### src/rtl/bsd_pkg.sv
package bsd_pkg;
  typedef enum logic [1:0] {
    OP_BSET = 2'b00,
    OP_BCLR = 2'b01,
    OP_SKIP = 2'b10,
    OP_RSV  = 2'b11
  } op_e;

  localparam int SR_W     = 8;
  localparam int SEL_W    = 3;
  localparam int OFF_W    = 7;
  localparam int CYC_W    = 2;
  // status byte positions used by the signed test
  localparam int SIGN_IDX = 4;
  localparam int OVF_IDX  = 3;
  localparam int NEG_IDX  = 2;
endpackage

### src/rtl/bsd_flag_pick.sv
module bsd_flag_pick
  import bsd_pkg::*;
#(
  parameter int W   = SR_W,
  parameter int S_W = SEL_W
) (
  input  logic [W-1:0]   status,
  input  logic [S_W-1:0] sel,
  output logic           flag_bit,
  output logic           sign_path
);
  logic [W-1:0] eff;

  // rebuild the sign position from N and V; every other bit passes through
  generate
    for (genvar i = 0; i < W; i++) begin : g_bit
      if (i == SIGN_IDX) begin : g_sign
        assign eff[i] = status[NEG_IDX] ^ status[OVF_IDX];
      end else begin : g_plain
        assign eff[i] = status[i];
      end
    end
  endgenerate

  assign sign_path = (int'(sel) == SIGN_IDX);
  assign flag_bit  = eff[sel];
endmodule

### src/rtl/bsd_next_pc.sv
module bsd_next_pc
  import bsd_pkg::*;
#(
  parameter int PC_W = 16,
  parameter int O_W  = OFF_W
) (
  input  logic [1:0]       op,
  input  logic             flag_bit,
  input  logic             io_bit,
  input  logic             two_word,
  input  logic [PC_W-1:0]  pc,
  input  logic [O_W-1:0]   offset,
  output logic [PC_W-1:0]  nxt,
  output logic             taken,
  output logic [CYC_W-1:0] cycles
);
  function automatic logic [PC_W-1:0] sext(input logic [O_W-1:0] k);
    return {{(PC_W-O_W){k[O_W-1]}}, k};
  endfunction

  function automatic logic [PC_W-1:0] step(input logic [PC_W-1:0] base, input int unsigned n);
    return base + PC_W'(n);
  endfunction

  op_e o;
  assign o = op_e'(op);

  always_comb begin
    taken  = 1'b0;
    nxt    = step(pc, 1);
    cycles = CYC_W'(1);
    case (o)
      OP_BSET, OP_BCLR: begin
        taken = (o == OP_BSET) ? flag_bit : ~flag_bit;
        if (taken) begin
          nxt    = step(pc + sext(offset), 1);
          cycles = CYC_W'(2);
        end
      end
      OP_SKIP: begin
        taken = io_bit;
        if (taken) begin
          nxt    = step(pc, two_word ? 3 : 2);
          cycles = CYC_W'(two_word ? 3 : 2);
        end
      end
      default: ;
    endcase
  end
endmodule

### src/rtl/bsd_unit.sv
module bsd_unit
  import bsd_pkg::*;
#(
  parameter int PC_W = 16
) (
  input  logic              clk,
  input  logic              rst_n,
  input  logic              req_valid,
  input  logic [1:0]        op,
  input  logic [7:0]        status,
  input  logic [2:0]        flag_sel,
  input  logic [6:0]        offset,
  input  logic [PC_W-1:0]   pc,
  input  logic              io_bit,
  input  logic              next_two_word,
  output logic              rsp_valid,
  output logic              taken,
  output logic [PC_W-1:0]   next_pc,
  output logic [1:0]        cycles
);
  logic             flag_bit, sign_path;
  logic             taken_d;
  logic [PC_W-1:0]  nxt_d;
  logic [CYC_W-1:0] cyc_d;
  logic [1:0]       op_q;

  bsd_flag_pick #(.W(SR_W), .S_W(SEL_W)) u_pick (
    .status(status), .sel(flag_sel), .flag_bit(flag_bit), .sign_path(sign_path)
  );

  bsd_next_pc #(.PC_W(PC_W), .O_W(OFF_W)) u_npc (
    .op(op), .flag_bit(flag_bit), .io_bit(io_bit), .two_word(next_two_word),
    .pc(pc), .offset(offset), .nxt(nxt_d), .taken(taken_d), .cycles(cyc_d)
  );

  always_ff @(posedge clk or negedge rst_n) begin
    if (!rst_n) begin
      rsp_valid <= 1'b0;
      taken     <= 1'b0;
      next_pc   <= '0;
      cycles    <= '0;
      op_q      <= OP_RSV;
    end else begin
      rsp_valid <= req_valid;
      if (req_valid) begin
        taken   <= taken_d;
        next_pc <= nxt_d;
        cycles  <= cyc_d;
        op_q    <= op;
      end
    end
  end

  a_r10_rsp_follows_req: assert property (@(posedge clk) disable iff (!rst_n)
    req_valid |=> rsp_valid);
  a_r10_no_spurious_rsp: assert property (@(posedge clk) disable iff (!rst_n)
    !req_valid |=> !rsp_valid && $stable(next_pc) && $stable(taken));
  a_r6_branch_cycles: assert property (@(posedge clk) disable iff (!rst_n)
    (rsp_valid && !op_q[1]) |-> cycles == (taken ? 2'd2 : 2'd1));
  a_r8_skip_cycles: assert property (@(posedge clk) disable iff (!rst_n)
    (rsp_valid && op_q == OP_SKIP) |-> (taken ? cycles != 2'd1 : cycles == 2'd1));
  a_r9_reserved_idle: assert property (@(posedge clk) disable iff (!rst_n)
    (rsp_valid && op_q == OP_RSV) |-> !taken && cycles == 2'd1);
  a_r7_skip_distance: assert property (@(posedge clk) disable iff (!rst_n)
    (req_valid && op == OP_SKIP && io_bit) |=>
      next_pc == $past(pc) + ($past(next_two_word) ? PC_W'(3) : PC_W'(2)));
  a_r4_signed_test: assert property (@(posedge clk) disable iff (!rst_n)
    (req_valid && sign_path && op == OP_BSET) |=>
      taken == ($past(status[NEG_IDX]) ^ $past(status[OVF_IDX])));
endmodule

### config.mk
export PLATFORM = sky130hd
export DESIGN_NAME = bsd_unit
export DESIGN_NICKNAME = d
export VERILOG_FILES = /design/src/rtl/bsd_pkg.sv /design/src/rtl/bsd_flag_pick.sv /design/src/rtl/bsd_next_pc.sv /design/src/rtl/bsd_unit.sv
export SDC_FILE = /design/constraint.sdc
export NUM_CORES = 1
export LEC_CHECK = 0
export CAP_MARGIN = 20
export CORE_MARGIN = 1
export CORE_UTILIZATION = 45
export DETAILED_ROUTE_END_ITERATION = 8
export GPL_TIMING_DRIVEN = 0
export PLACE_DENSITY_LB_ADDON = 0.3
export SLEW_MARGIN = 15
export SYNTH_ARGS = -nofsm -noshare
export SYNTH_HDL_FRONTEND = slang
export SYNTH_SLANG_ARGS = --single-unit
export TNS_END_PERCENT = 10
### constraint.sdc
create_clock -name clk -period 1.1 [get_ports clk]
set_input_delay 0.33 -clock clk [delete_from_list [all_inputs] [get_ports clk]]
set_output_delay 0.33 -clock clk [all_outputs]
set_load 0.1 [all_outputs]
==> results summary, run 1 <==
The flow ran to the end, but the final reports show violations. The final reports fail on setup timing. The highest net fanout along the worst path came out at 3. Dividing the detail-routed wire length by the instance count gives around 18 um. The time the final worst path needs with I/O delays and setup came out at 2.44 ns. The starting utilization of the core area came out at 47.5%.

The count of vias placed by the detailed router is approximately 2600. The core box area came out at between 4000 and 5000 sq um. Measured against its own limit, the worst slew margin works out to 46.2%. The number of I/O pins is 61. The number of detailed-route iterations in the first pass is 7. The clock reaches the later pin of the worst-skew pair after 0.25 ns. The pin count of the biggest net entering global routing is 20.

STA classifies the critical path endpoint as a register. STA classifies the critical path startpoint as a primary input. Clock-pin slew was measured on the worst setup and hold paths at 0.07 ns. In this run the power density over the cells is 1120 nW/um^2. The area of the mapped netlist came out at 2290 sq um. The fraction of the core area covered by cells at the end of the flow is 80.0%. The synthesized area divided by synthesized cell count came out at 8.17 sq um.

The proportion of synthesized chip area in sequential cells came out at 20.8%. The final period utilization came out at 221%. The critical path goes through buf_6, inv_6, ha_4, inv_2, fa_2, a21o_1, a221o_2, a221oi_4, o21ai_2, xor2_2, a221oi_2, a21oi_1. The clock buffer count from CTS is 3. The final net count came out at 423. The count of state elements after synthesis is 19. Setup repair after global routing could not meet its margin everywhere. The total power is 0.00431 W. The total overflow left after global routing is 0. In this run the core area contains 25 standard-cell rows.

Data on the critical path arrives at its endpoint at between 2 and 3 ns. The number of antenna-violating nets in the routed design came out at 0. The routed design has ~7.6 mm of wire. The clock net sink count is 19. The count of final max-slew check failures came out at 0. Counting distinct cell types in the post-synthesis netlist gives 49. The max-cap check violation count is 0. The Yosys step of the flow raised 0 warnings. 0 antenna diodes ended up in the layout. The worst-case vdd ir drop came out at 0.000786 V. The sum of negative setup slack is -20.13 ns. The path category of the worst min-delay check is primary input to asynchronous set/reset pin. The largest buffer count on any clock path came out at 2. The post-route netlist has 38.5% of its cells at a drive strength greater than 1. The largest individual stage delay along the critical path comes from the cell sky130_fd_sc_hd__a221o_2. The gate count of the mapped netlist came out at between 200 and 300. The simple-gate share of the synthesized area is 20.7%. The buffers plus inverters on the worst setup path is 3. The arithmetic-cell share of the synthesized area counting full adders, half adders and majority gates is 11.3%. TritonCTS built the clock tree. The final setup violation count came out at 38. In this run the number of H-tree levels came out at 1.

The root buffer cell chosen for the clock tree is sky130_fd_sc_hd__clkbuf_8. For the worst flop-to-flop path, the logic depth is 1. After filler insertion, the fill cell instance count of the layout stands at 306. The number of antenna violations at the first check in global routing is 0. The number of stages on the worst setup path is 12.

After layout, the worst setup slack is -1.34 ns. The vertical extent of the die is 73.3 um. The synthesized netlist devotes between 20% and 30% of its cell area to compound gates. For this run, the slowest stage of the critical path takes about 0.38 ns.

The detailed placer's ending HPWL came out at 4.82 mm. The horizontal die dimension came out at 73.3 um. The final RePlAce weighted congestion came out at 0.911. The number of global-route vias before repair came out at 2443. The leakage power is ~1.5 nW. STA puts the critical path data required time at around 1.2 ns. The total placed cells including tap cells is 406. Global routing used 27.8% of the available tracks. The achievable frequency is 411 MHz. The number of DRC markers after the initial detailed-route iteration is 176. The DRC violation count after routing came out at 0.

The first global-routing pass estimated 11.6 mm of wire. The mux contribution to synthesized area is 5.41%. After synthesis, the largest family of logic cells by area is compound AO/OA/AOI/OAI gates. During placement, the flow inserted port buffers numbering 59. The layout-stage area growth over the synthesis result came out at 68.5%.

The xor and xnor area share after synthesis is 14.9%. The number of hold violations in the final report came to 0. On the critical path the largest part of the delay comes from compound AO/OA/AOI/OAI gates.

The via density per instance is ~6.0. The net count after synthesis came out at 341. The largest clock skew in the final design came out at 0 ns.

The full die area came out at 5370 sq um. The setup path with the least slack is of type primary input to register. The pre-CTS worst setup slack is -2.28 ns. The number of cells in the finished layout apart from fillers came out at 428. The number of buffers added to fix hold violations after cts is 0. The slew at the pin with the worst max-slew slack came out at 0.807 ns.
[power by group]
part	total (W)	internal [W]	leakage, nW	switching (W)
Combinational	0.00290	0.00117	1.29	0.00173
Clock	0.000476	0.000252	0.0255	0.000225
Sequential	0.000927	0.000805	0.220	0.000122
Total	0.00431	0.00223	1.53	0.00208
[area by class of cell]
class / count / area, sq um / area share (%)
Clock buffer: 3 / 41.3 / 1.07
Inverter: 8 / 51.3 / 1.33
Multi-Input combinational cell: 240 / 2190 / 56.8
Timing Repair Buffer: 77 / 910 / 23.6
Tap cell: 67 / 83.8 / 2.17
Buffer: 13 / 97.6 / 2.53
Clock inverter: 1 / 5.00 / 0.130
Sequential cell: 19 / 475 / 12.3
[cell usage in the layout, fill, tap and decap left out, types with 3 or more instances in the layout]
cell                              netlist  routed
sky130_fd_sc_hd__ha_1                  19       6
sky130_fd_sc_hd__xnor2_1               18      16
sky130_fd_sc_hd__dlygate4sd2_1          0      18
sky130_fd_sc_hd__a21oi_1               25      16
sky130_fd_sc_hd__o21ai_0               15      11
sky130_fd_sc_hd__buf_4                  2      18
sky130_fd_sc_hd__o21ai_1                1       3
sky130_fd_sc_hd__inv_1                  8       5
sky130_fd_sc_hd__nand2_1               17      16
sky130_fd_sc_hd__clkbuf_8               0       3
sky130_fd_sc_hd__buf_12                 0      20
sky130_fd_sc_hd__nor3_2                 0       3
sky130_fd_sc_hd__clkdlybuf4s15_2        0       5
sky130_fd_sc_hd__a21oi_4                0       4
sky130_fd_sc_hd__nor2_1                33      33
sky130_fd_sc_hd__buf_2                  1       6
sky130_fd_sc_hd__a221oi_2               3      10
sky130_fd_sc_hd__a21oi_2                0       5
sky130_fd_sc_hd__nor3_1                11       6
sky130_fd_sc_hd__a21o_1                 4       4
sky130_fd_sc_hd__ha_4                   0      12
sky130_fd_sc_hd__clkbuf_1               9       4
sky130_fd_sc_hd__clkbuf_4               0       4
sky130_fd_sc_hd__buf_6                  1       4
sky130_fd_sc_hd__nand3_1               13      12
sky130_fd_sc_hd__dfrtp_1               19      19
sky130_fd_sc_hd__clkdlybuf4s50_1        0       5
sky130_fd_sc_hd__nand4_1                6       6
sky130_fd_sc_hd__xor2_1                21      19
[flip-flops by register name, indices dropped and copies added (netlist names)]
signal	flops
rsp_valid	1
taken	1
next_pc	16
cycles	1
[synthesized netlist by cell type, drive strengths merged]
cell	count	area share, %
dfrtp	19	21
o2111ai	1	0.38
a21oi	25	5.5
nor2b	3	0.82
ha	19	10
nand3b	2	0.66
mux4	2	2.0
mux2	2	1.1
nor3b	1	0.33
xnor2	18	6.9
and4	2	0.77
buf	4	1.4
nor3	11	2.4
a21o	5	1.7
nor2	34	5.7
inv	8	1.3
o21a	1	0.33
a21boi	1	0.33
nor4	1	0.27
xor2	21	8.0
fa	1	0.87
a31oi	2	0.55
o21ai	17	3.9
and2	2	0.55
a211oi	4	1.3
nand2b	2	0.55
nand3	13	2.8
mux2i	4	2.3
clkbuf	9	1.5
a2111oi	1	0.38
a2111o	1	0.49
and3	5	1.4
nand2	17	2.8
a221oi	11	5.8
nand4	6	1.6
o311ai	3	1.1
a221o	2	0.98
[metal layers]
layer	GRT usage (%)	vias to the layer above	share of wire, %	wire [um]
li1	-	1189	-	-
met1	34.0	1241	41	3110
met2	50.1	105	51	3910
met3	3.02	25	5.1	392
met4	10.5	0	3.0	226
met5	0	-	0	0
[metrics by stage]
stage / hold WS (ns) / area [sq um]
finish: 0.273 / 3850
global route: 0.366 / 3850
CTS: 0.300 / 3730
detailed placement: 0.469 / 3000
global placement: 0.462 / 3000
floorplan: 0.0344 / 2320
[worst paths after layout]
path / startpoint / end / slack [ns]
hold reg to reg: next_pc[7] / next_pc[7] / 0.57
hold / removal: rst_n / cycles[0] / 0.27
max in group asynchronous: rst_n / next_pc[5] / 0.33
setup / recovery: offset[0] / next_pc[14] / -1.34
setup reg to reg: next_pc[13] / next_pc[13] / 0.15
min in group clk: next_pc[7] / next_pc[7] / 0.57
[kinds of logic (layout without fill, tap and decap cells)]
kind of cell / Yosys count / in the layout
flip-flops: 19 / 19
buffers and inverters: 21 / 102
AO/OA/AOI/OAI: 74 / 74
AND/OR/NAND/NOR: 99 / 99
XOR/XNOR: 39 / 39
adder cells (fa/ha/maj): 20 / 20
multiplexers: 8 / 8
[repair_timing]
action,CTS,global route
endpoints found under the setup margin,57,38
resized for setup,327,20
setup buffers,14,3
cloned,1,0
pin swaps,35,15
Note: power is estimated with default switching activity, not from simulation.
==> run 2: changes to the inputs <==
Settings changed: CELL_PAD_IN_SITES_DETAIL_PLACEMENT set to 0, CELL_PAD_IN_SITES_GLOBAL_PLACEMENT set to 2, CORE_UTILIZATION 45 to 28.
==> run 2 against run 1 <==
Effect of this change:
- the run still ends with setup timing left
- power shrank 4.4%
- maximum frequency grew 0.41%
- global-route usage shrank 11 points
- non-clock buffer count shrank 9
- clock-buffer cell count grew 1
- sequential share of layout area grew 0.59 points
- register-to-register slack is essentially flat
- clock power shrank 2%
- die area grew 59%
- first-iteration DRC count shrank 58%
- critical path type unchanged
- largest power group unchanged
- highest routed layer unchanged
==> results summary, run 2 (same netlist as run 1, synthesis figures left out) <==
The share of layout cells above drive strength 1 came out at 31.3% (-7.3 points). The leakage power is 1.49 nW (-2.9%). The number of placement rows is 32 (+28%). The detailed placer's ending HPWL came out at 5.46 mm (+13%).

STA classifies the critical path endpoint as a register. The worst setup path is of the primary input to register kind. The H-tree depth reported by CTS came out at 1 (unchanged).

The slowest stage of the critical path belongs to the cell sky130_fd_sc_hd__a221o_2. The slew at the pin with the worst max-slew slack is 0.828 ns (+0.0210 ns). The largest register by flop count is next_pc. The layout-stage area growth over the synthesis result came out at 60.7%.

The placed instance area is 3040 sq um (+1.5%). The sum of routed wire length over all layers is 6.96 mm (-8.9%). The count of vias placed by the detailed router came out at 2275 (-11%).

The final RePlAce weighted congestion came out at 0.859 (-5.7%). The number of flip-flops in the largest register is 16 (unchanged). The arrival time at the worst endpoint came out at 2.55 ns (about the same). The layout filler cell count came out at 761 (+150%). The largest buffer count on any clock path came out at 2 (unchanged). The core box area came out at 7810 sq um (+62%). The number of DRC markers after the initial detailed-route iteration was 74 (-58%). The detail-routed net length per standard cell is 15.3 um (-14%). The DRC violation count after routing came to 0 (unchanged). The highest net fanout along the worst path is 3 (unchanged).

The final antenna diode count is 0 (unchanged). The clock transition time at the flip-flop clock pins of the worst setup and hold paths came out at 0.07 ns (about the same). The achievable frequency is 412 MHz (+0.41%). The buffers plus inverters on the worst setup path is 3 (unchanged).

The global-route wire length before repair is 11.3 mm (-2.2%). Setup repair after global routing could not meet its margin everywhere. The final setup violation count came out at 38 (unchanged). The horizontal die dimension is 92.4 um (+26%). The time the final worst path needs with I/O delays and setup is 2.43 ns (-0.0100 ns). The final period utilization is 221% (-0.91 points).

The number of detailed-route iterations in the first pass is 4 (-3). The flow ran to the end, but the final reports show violations. The cell area after layout was 3680 sq um (-4.6%). The count of final max-slew check failures was 0 (unchanged). The library cells used most frequently in the layout, excluding fill and tap cells, are sky130_fd_sc_hd__nor2_1, sky130_fd_sc_hd__a21oi_1, sky130_fd_sc_hd__buf_12. The path class of the tightest hold or removal check is primary input to asynchronous set/reset pin. The full die area came out at 8540 sq um (+59%). The number of global-route vias before repair is 2194 (-10%). The worst-case vdd ir drop came out at 0.000413 V (-48%).

The total global routing overflow is 0 (unchanged). The number of hold violations in the final report is 0 (unchanged). The library cell used most frequently in the layout, excluding fill and tap cells, is sky130_fd_sc_hd__nor2_1. The number of buffers added to fix hold violations after cts is 0 (unchanged). The fraction of the core area covered by cells at the end of the flow is 47.1% (-33 points). The number of I/O pins came to 61 (unchanged). The number of antenna violations at the first check in global routing was 0 (unchanged). The max-cap check violation count came out at 0 (unchanged). The final net count is 414 (-2.1%). The library cell used as clock root buffer is sky130_fd_sc_hd__clkbuf_8. The starting utilization of the core area came to 29.3% (-18 points). The via density per instance came out at 5.01 (-16%). The final reports fail on setup timing. The power density over the cells came out at 1120 nW/um^2 (+0.22%). The longest individual stage delay on the worst path is 0.38 ns (about the same). The worst setup path is launched from a primary input. The overall fraction of global-route tracks in use came out at 16.8% (-11 points). The clock net sink count came out at 19 (unchanged).

The total of buffers placed on input and output ports is 59 (unchanged). The slack of the worst reg-to-reg path is 0.16 ns (about the same). Broken down by cell family, the worst path's largest delay share belongs to compound AO/OA/AOI/OAI gates. The pin count of the biggest net entering global routing is 20 (unchanged). The number of antenna-violating nets in the routed design came to 0 (unchanged). The vertical extent of the die is 92.4 um (+26%). The largest clock skew in the final design is 0 ns (unchanged). The slack of the critical path came out at -1.33 ns (+0.0100 ns). The clock buffer count from CTS came to 3 (unchanged). TritonCTS built the clock tree. The critical path goes through buf_12, inv_16, ha_4, inv_2, fa_2, a21o_1, a221o_2, a221oi_4, o21ai_2, xor2_2, a221oi_2, a21oi_1. The data required time of the critical path came out at 1.22 ns (about the same).

The clock insertion delay at the later pin of the skew report was 0.25 ns (about the same). The remaining max-slew budget at the tightest pin came out at 44.8% (-1.4 points).
run 2: cell count changes in the layout (fill, tap and decap cells not counted), sizes merged:
cell	before	now
dlygate4sd2	18	13
clkdlybuf4s50	5	9
dlymetal6s2s	2	5
clkdlybuf4s15	5	1
buf	51	39
clkinv	1	0
clkbuf	12	18
run 2: power by group:
| group | total [W] | internal (W) | leakage [nW] | switching [W] |
|---|---|---|---|---|
| combinational | 0.00273 | 0.00110 | 1.25 | 0.00163 |
| clock | 0.000467 | 0.000257 | 0.0228 | 0.000210 |
| sequential | 0.000922 | 0.000805 | 0.220 | 0.000117 |
| total | 0.00412 | 0.00216 | 1.49 | 0.00195 |
run 2: final timing paths:
kind / startpoint / endpoint / cells after the start
worst max-delay path: pc[0] / next_pc[14] / 12
worst max register to register: next_pc[13] / next_pc[13] / 1
max in group asynchronous: rst_n / next_pc[11] / 1
worst min register to register: next_pc[11] / next_pc[11] / 2
min in group clk: pc[8] / next_pc[8] / 4
worst min-delay path: rst_n / taken / 1
run 2: cell type report:
type	count	area [sq um]	area share (%)
buffer	13	87.6	2.38
clock buffer	4	45.0	1.22
inverter	8	51.3	1.39
multi-input combinational	240	2060	56.0
sequential	19	475	12.9
tap	102	128	3.47
timing repair buffer	68	833	22.7
run 2: stage by stage:
stage,hold WS [ns],TNS [ns],worst slack [ns],power (W),std cells
floorplan,0.0344,-20.91,-1.30,0.00244,280
global placement,0.463,-53.82,-2.31,0.00308,441
global route,0.335,-22.53,-1.41,0.00433,454
CTS,0.317,-21.35,-1.37,0.00408,453
detailed placement,0.472,-53.66,-2.33,0.00309,441
finish,0.283,-20.30,-1.33,0.00412,454
run 2: what timing repair did:
item | CTS | global route
cloned | 1 | 0
setup endpoints to repair | 57 | 38
resized for setup | 270 | 35
pin swaps | 21 | 10
buffers inserted | 7 | 1
run 2: per-layer routing:
layer	part of all wire (%)	vias up	global-route usage, %
li1	-	1170	-
met5	0	-	0
met1	50	1060	23.7
met2	47	39	27.7
met4	1.1	0	4.30
met3	2.1	6	1.31
==> run 3: changes to the inputs <==
Settings changed: CORE_MARGIN 1 to 5.
==> run 3 against run 2 <==
Effect of this change:
- the run still ends with setup timing left
- critical endpoint unchanged
- clock-buffer cell count decreased by 1
- maximum frequency decreased by 0.53%
- via count increased by 2.6%
- setup slack got worse by 0.013 ns
- global-route usage decreased by 2.1 points
- sequential share of layout area decreased by 0.72 points
- combinational power increased by 4%
- final cell count increased by 1.8%
==> results summary, run 3 (same netlist as run 1, synthesis figures left out) <==
The flow ran to the end, but the final reports show violations. The checks that failed: setup timing. The critical path capture point type is a register. The final period utilization was 222% (+1.2 points). The proportion of power drawn by combinational gates was 66.9% (+0.6 points). The number of DRC markers after the initial detailed-route iteration is 79 (+6.8%). The placed instance area is 3050 sq um (+0.12%). The power density over the cells came out at 1090 nW/um^2 (-2.9%). The slew at the pin with the worst max-slew slack is 0.834 ns (+0.00565 ns).

The full die area is 10100 sq um (+18%). The number of buffers added to fix hold violations after cts came to 0 (unchanged). The count of vias placed by the detailed router is 2334 (+2.6%). The relative contribution of the clock network to total power is 11.3% (about the same). The met3 usage in global routing came out at 0.764% (-0.55 points). The pin count of the biggest net entering global routing is 20 (unchanged). The remaining max-slew budget at the tightest pin is 44.4% (-0.38 points). The detailed placer's ending HPWL came out at 5.75 mm (+5.3%). The sum of routed wire length over all layers came out at 7.48 mm (+7.5%).

The largest clock skew in the final design came out at 0 ns (unchanged). The count of final max-slew check failures was 0 (unchanged). The cell area after layout came out at 3900 sq um (+5.9%). Walking the worst path, the cells encountered are buf_12, inv_16, ha_4, inv_2, fa_2, a21o_1, a221o_2, a221oi_4, o21ai_2, xor2_2, a221oi_2, a21oi_1. The buffers plus inverters on the worst setup path came to 3 (unchanged).

The pre-CTS worst setup slack came out at -2.33 ns (-0.00680 ns). The final antenna diode count is 0 (unchanged). The leakage power is 1.60 nW (+7.4%). The number of antenna violations at the first check in global routing is 0 (unchanged). Compared with the post-synthesis result, the final layout area differs by 70.3%. The final net count is 419 (+1.2%).

The slack of the critical path is -1.34 ns (-0.0129 ns). The horizontal die dimension is 100 um (+8.7%). The switching power of the nets is 0.00203 W (+4.2%). The overall fraction of global-route tracks in use came out at 14.7% (-2.1 points). The library cells used most frequently in the layout, excluding fill and tap cells, are sky130_fd_sc_hd__nor2_1, sky130_fd_sc_hd__xor2_1, sky130_fd_sc_hd__dfrtp_1, sky130_fd_sc_hd__buf_12, sky130_fd_sc_hd__a21oi_1. The clock net sink count came out at 19 (unchanged). The final setup violation count is 38 (unchanged).

The layer flagged by global routing as most heavily used is met2. The total placed cells including tap cells is 444 (+0.68%). The clock transition time at the flip-flop clock pins of the worst setup and hold paths is 0.07 ns (about the same). The final RePlAce weighted congestion is 0.825 (-4.0%). The share of layout cells above drive strength 1 is 37.8% (+6.6 points). The clock buffer count from CTS is 3 (unchanged). The arrival time at the worst endpoint is 2.56 ns (about the same). The time the final worst path needs with I/O delays and setup is 2.44 ns (+0.0129 ns). The highest net fanout along the worst path came out at 3 (unchanged). The switching portion of total power came out at 48.0% (+0.61 points). The fraction of the core area covered by cells at the end of the flow was 48.1% (+1.0 points). The number of cells in the finished layout apart from fillers came out at 462 (+1.8%). The register with the most flip-flops in the final layout is next_pc.

The via density per instance came to 5.05 (+0.82%). The met2 routing resource usage after global routing came out at 24.3% (-3.3 points). The worst setup path is of the primary input to register kind. The number of placement rows is 33 (+3.1%). The largest buffer count on any clock path is 2 (unchanged). Setup repair after global routing could not meet its margin everywhere. The cell class contributing the biggest share of worst-path delay is compound AO/OA/AOI/OAI gates. The met1 usage in global routing is 20.9% (-2.8 points). The DRC violation count after routing is 0 (unchanged). The worst setup path is launched from a primary input.

The number of flip-flops in the largest register came out at 16 (unchanged). The number of detailed-route iterations in the first pass is 4 (unchanged). The detail-routed net length per standard cell came to 16.2 um (+5.6%). The number of hold violations in the final report is 0 (unchanged). The global-route wire length before repair is 12.0 mm (+5.7%). The data required time of the critical path came out at 1.22 ns (about the same). The achievable frequency is 410 MHz (-0.53%). The sequential cell fraction of total power is 21.8% (-0.6 points). The number of antenna-violating nets in the routed design came out at 0 (unchanged).

The library cell used as clock root buffer is sky130_fd_sc_hd__clkbuf_8. The total of buffers placed on input and output ports came out at 59 (unchanged). The clock insertion delay at the later pin of the skew report came to 0.25 ns (about the same). The core box area is 8090 sq um (+3.7%). TritonCTS built the clock tree. The worst-case vdd ir drop is 0.000392 V (-5.1%). The number of global-route vias before repair came out at 2363 (+7.7%). The total global routing overflow came out at 0 (unchanged). On the critical path, the stage with the largest delay is an instance of sky130_fd_sc_hd__fa_2.

The library cell used most frequently in the layout, excluding fill and tap cells, is sky130_fd_sc_hd__nor2_1. The vertical extent of the die came out at 100 um (+8.7%). The max-cap check violation count is 0 (unchanged).

The design internal power is 0.00220 W (+1.7%). The starting utilization of the core area is 28.3% (-1.0 points). The H-tree depth reported by CTS is 1 (unchanged). The path category of the worst min-delay check is primary input to asynchronous set/reset pin. The number of I/O pins is 61 (unchanged). The longest individual stage delay on the worst path was 0.39 ns (about the same).

The slack of the worst reg-to-reg path came out at 0.16 ns (about the same).
## run 3: changes by cell type in the layout (fill, tap and decap cells not counted), moves of 3 or more
cell	previous run	this run
sky130_fd_sc_hd__a21oi_1	21	17
sky130_fd_sc_hd__dlymetal6s2s_1	5	13
sky130_fd_sc_hd__a21oi_2	2	5
sky130_fd_sc_hd__ha_1	8	5
sky130_fd_sc_hd__ha_4	10	14
sky130_fd_sc_hd__clkbuf_2	9	12
sky130_fd_sc_hd__clkdlybuf4s50_1	9	6
sky130_fd_sc_hd__dlygate4sd2_1	13	3
sky130_fd_sc_hd__nor3_1	8	5
sky130_fd_sc_hd__buf_4	8	15
## run 3: path summary, 6_finish.rpt
path / from / endpoint / cells past startpoint
worst min-delay path: rst_n / taken / 1
max in group asynchronous: rst_n / next_pc[7] / 1
worst max register to register: next_pc[13] / next_pc[13] / 1
worst max-delay path: pc[0] / next_pc[14] / 12
min in group clk: pc[8] / next_pc[8] / 4
worst min register to register: next_pc[11] / next_pc[11] / 2
## run 3: timing repair
action	in CTS	in global routing
pin swaps	20	30
setup endpoints to repair	57	38
gates cloned	1	0
buffers inserted	6	7
gates resized for setup	253	96
## run 3: per-layer routing
metal	vias up	share of wire, %
li1	1192	-
met1	1099	48
met2	37	48
met3	6	2.6
met4	0	1.5
met5	-	0
## run 3: cell type report
| class | instances | area, sq um |
|---|---|---|
| flip-flops and latches | 19 | 475 |
| well taps | 105 | 131 |
| fillers | 812 | 4200 |
| multi-input cells | 240 | 2210 |
| clock inverters | 1 | 5.00 |
| repair buffers | 73 | 883 |
| clock buffers | 3 | 41.3 |
| inverters | 8 | 51.3 |
| plain buffers | 13 | 97.6 |
## run 3: stage by stage
| stage | hold slack (ns) | total power [W] | TNS [ns] |
|---|---|---|---|
| CTS | 0.323 | 0.00410 | -22.85 |
| floorplan | 0.0344 | 0.00244 | -20.91 |
| global route | 0.371 | 0.00444 | -22.12 |
| global placement | 0.469 | 0.00309 | -54.02 |
| detailed placement | 0.474 | 0.00310 | -54.34 |
| finish | 0.287 | 0.00424 | -20.05 |
## run 3: power groups by stage
stage	registers, W	clock network, W	logic, W
6_report	0.000924	0.000477	0.00283
5_1_grt	0.000938	0.000514	0.00299
4_1_cts	0.000923	0.000489	0.00269
3_5_place_dp	0.000876	0	0.00222
3_3_place_gp	0.000874	0	0.00221
2_1_floorplan	0.00165	0	0.000783
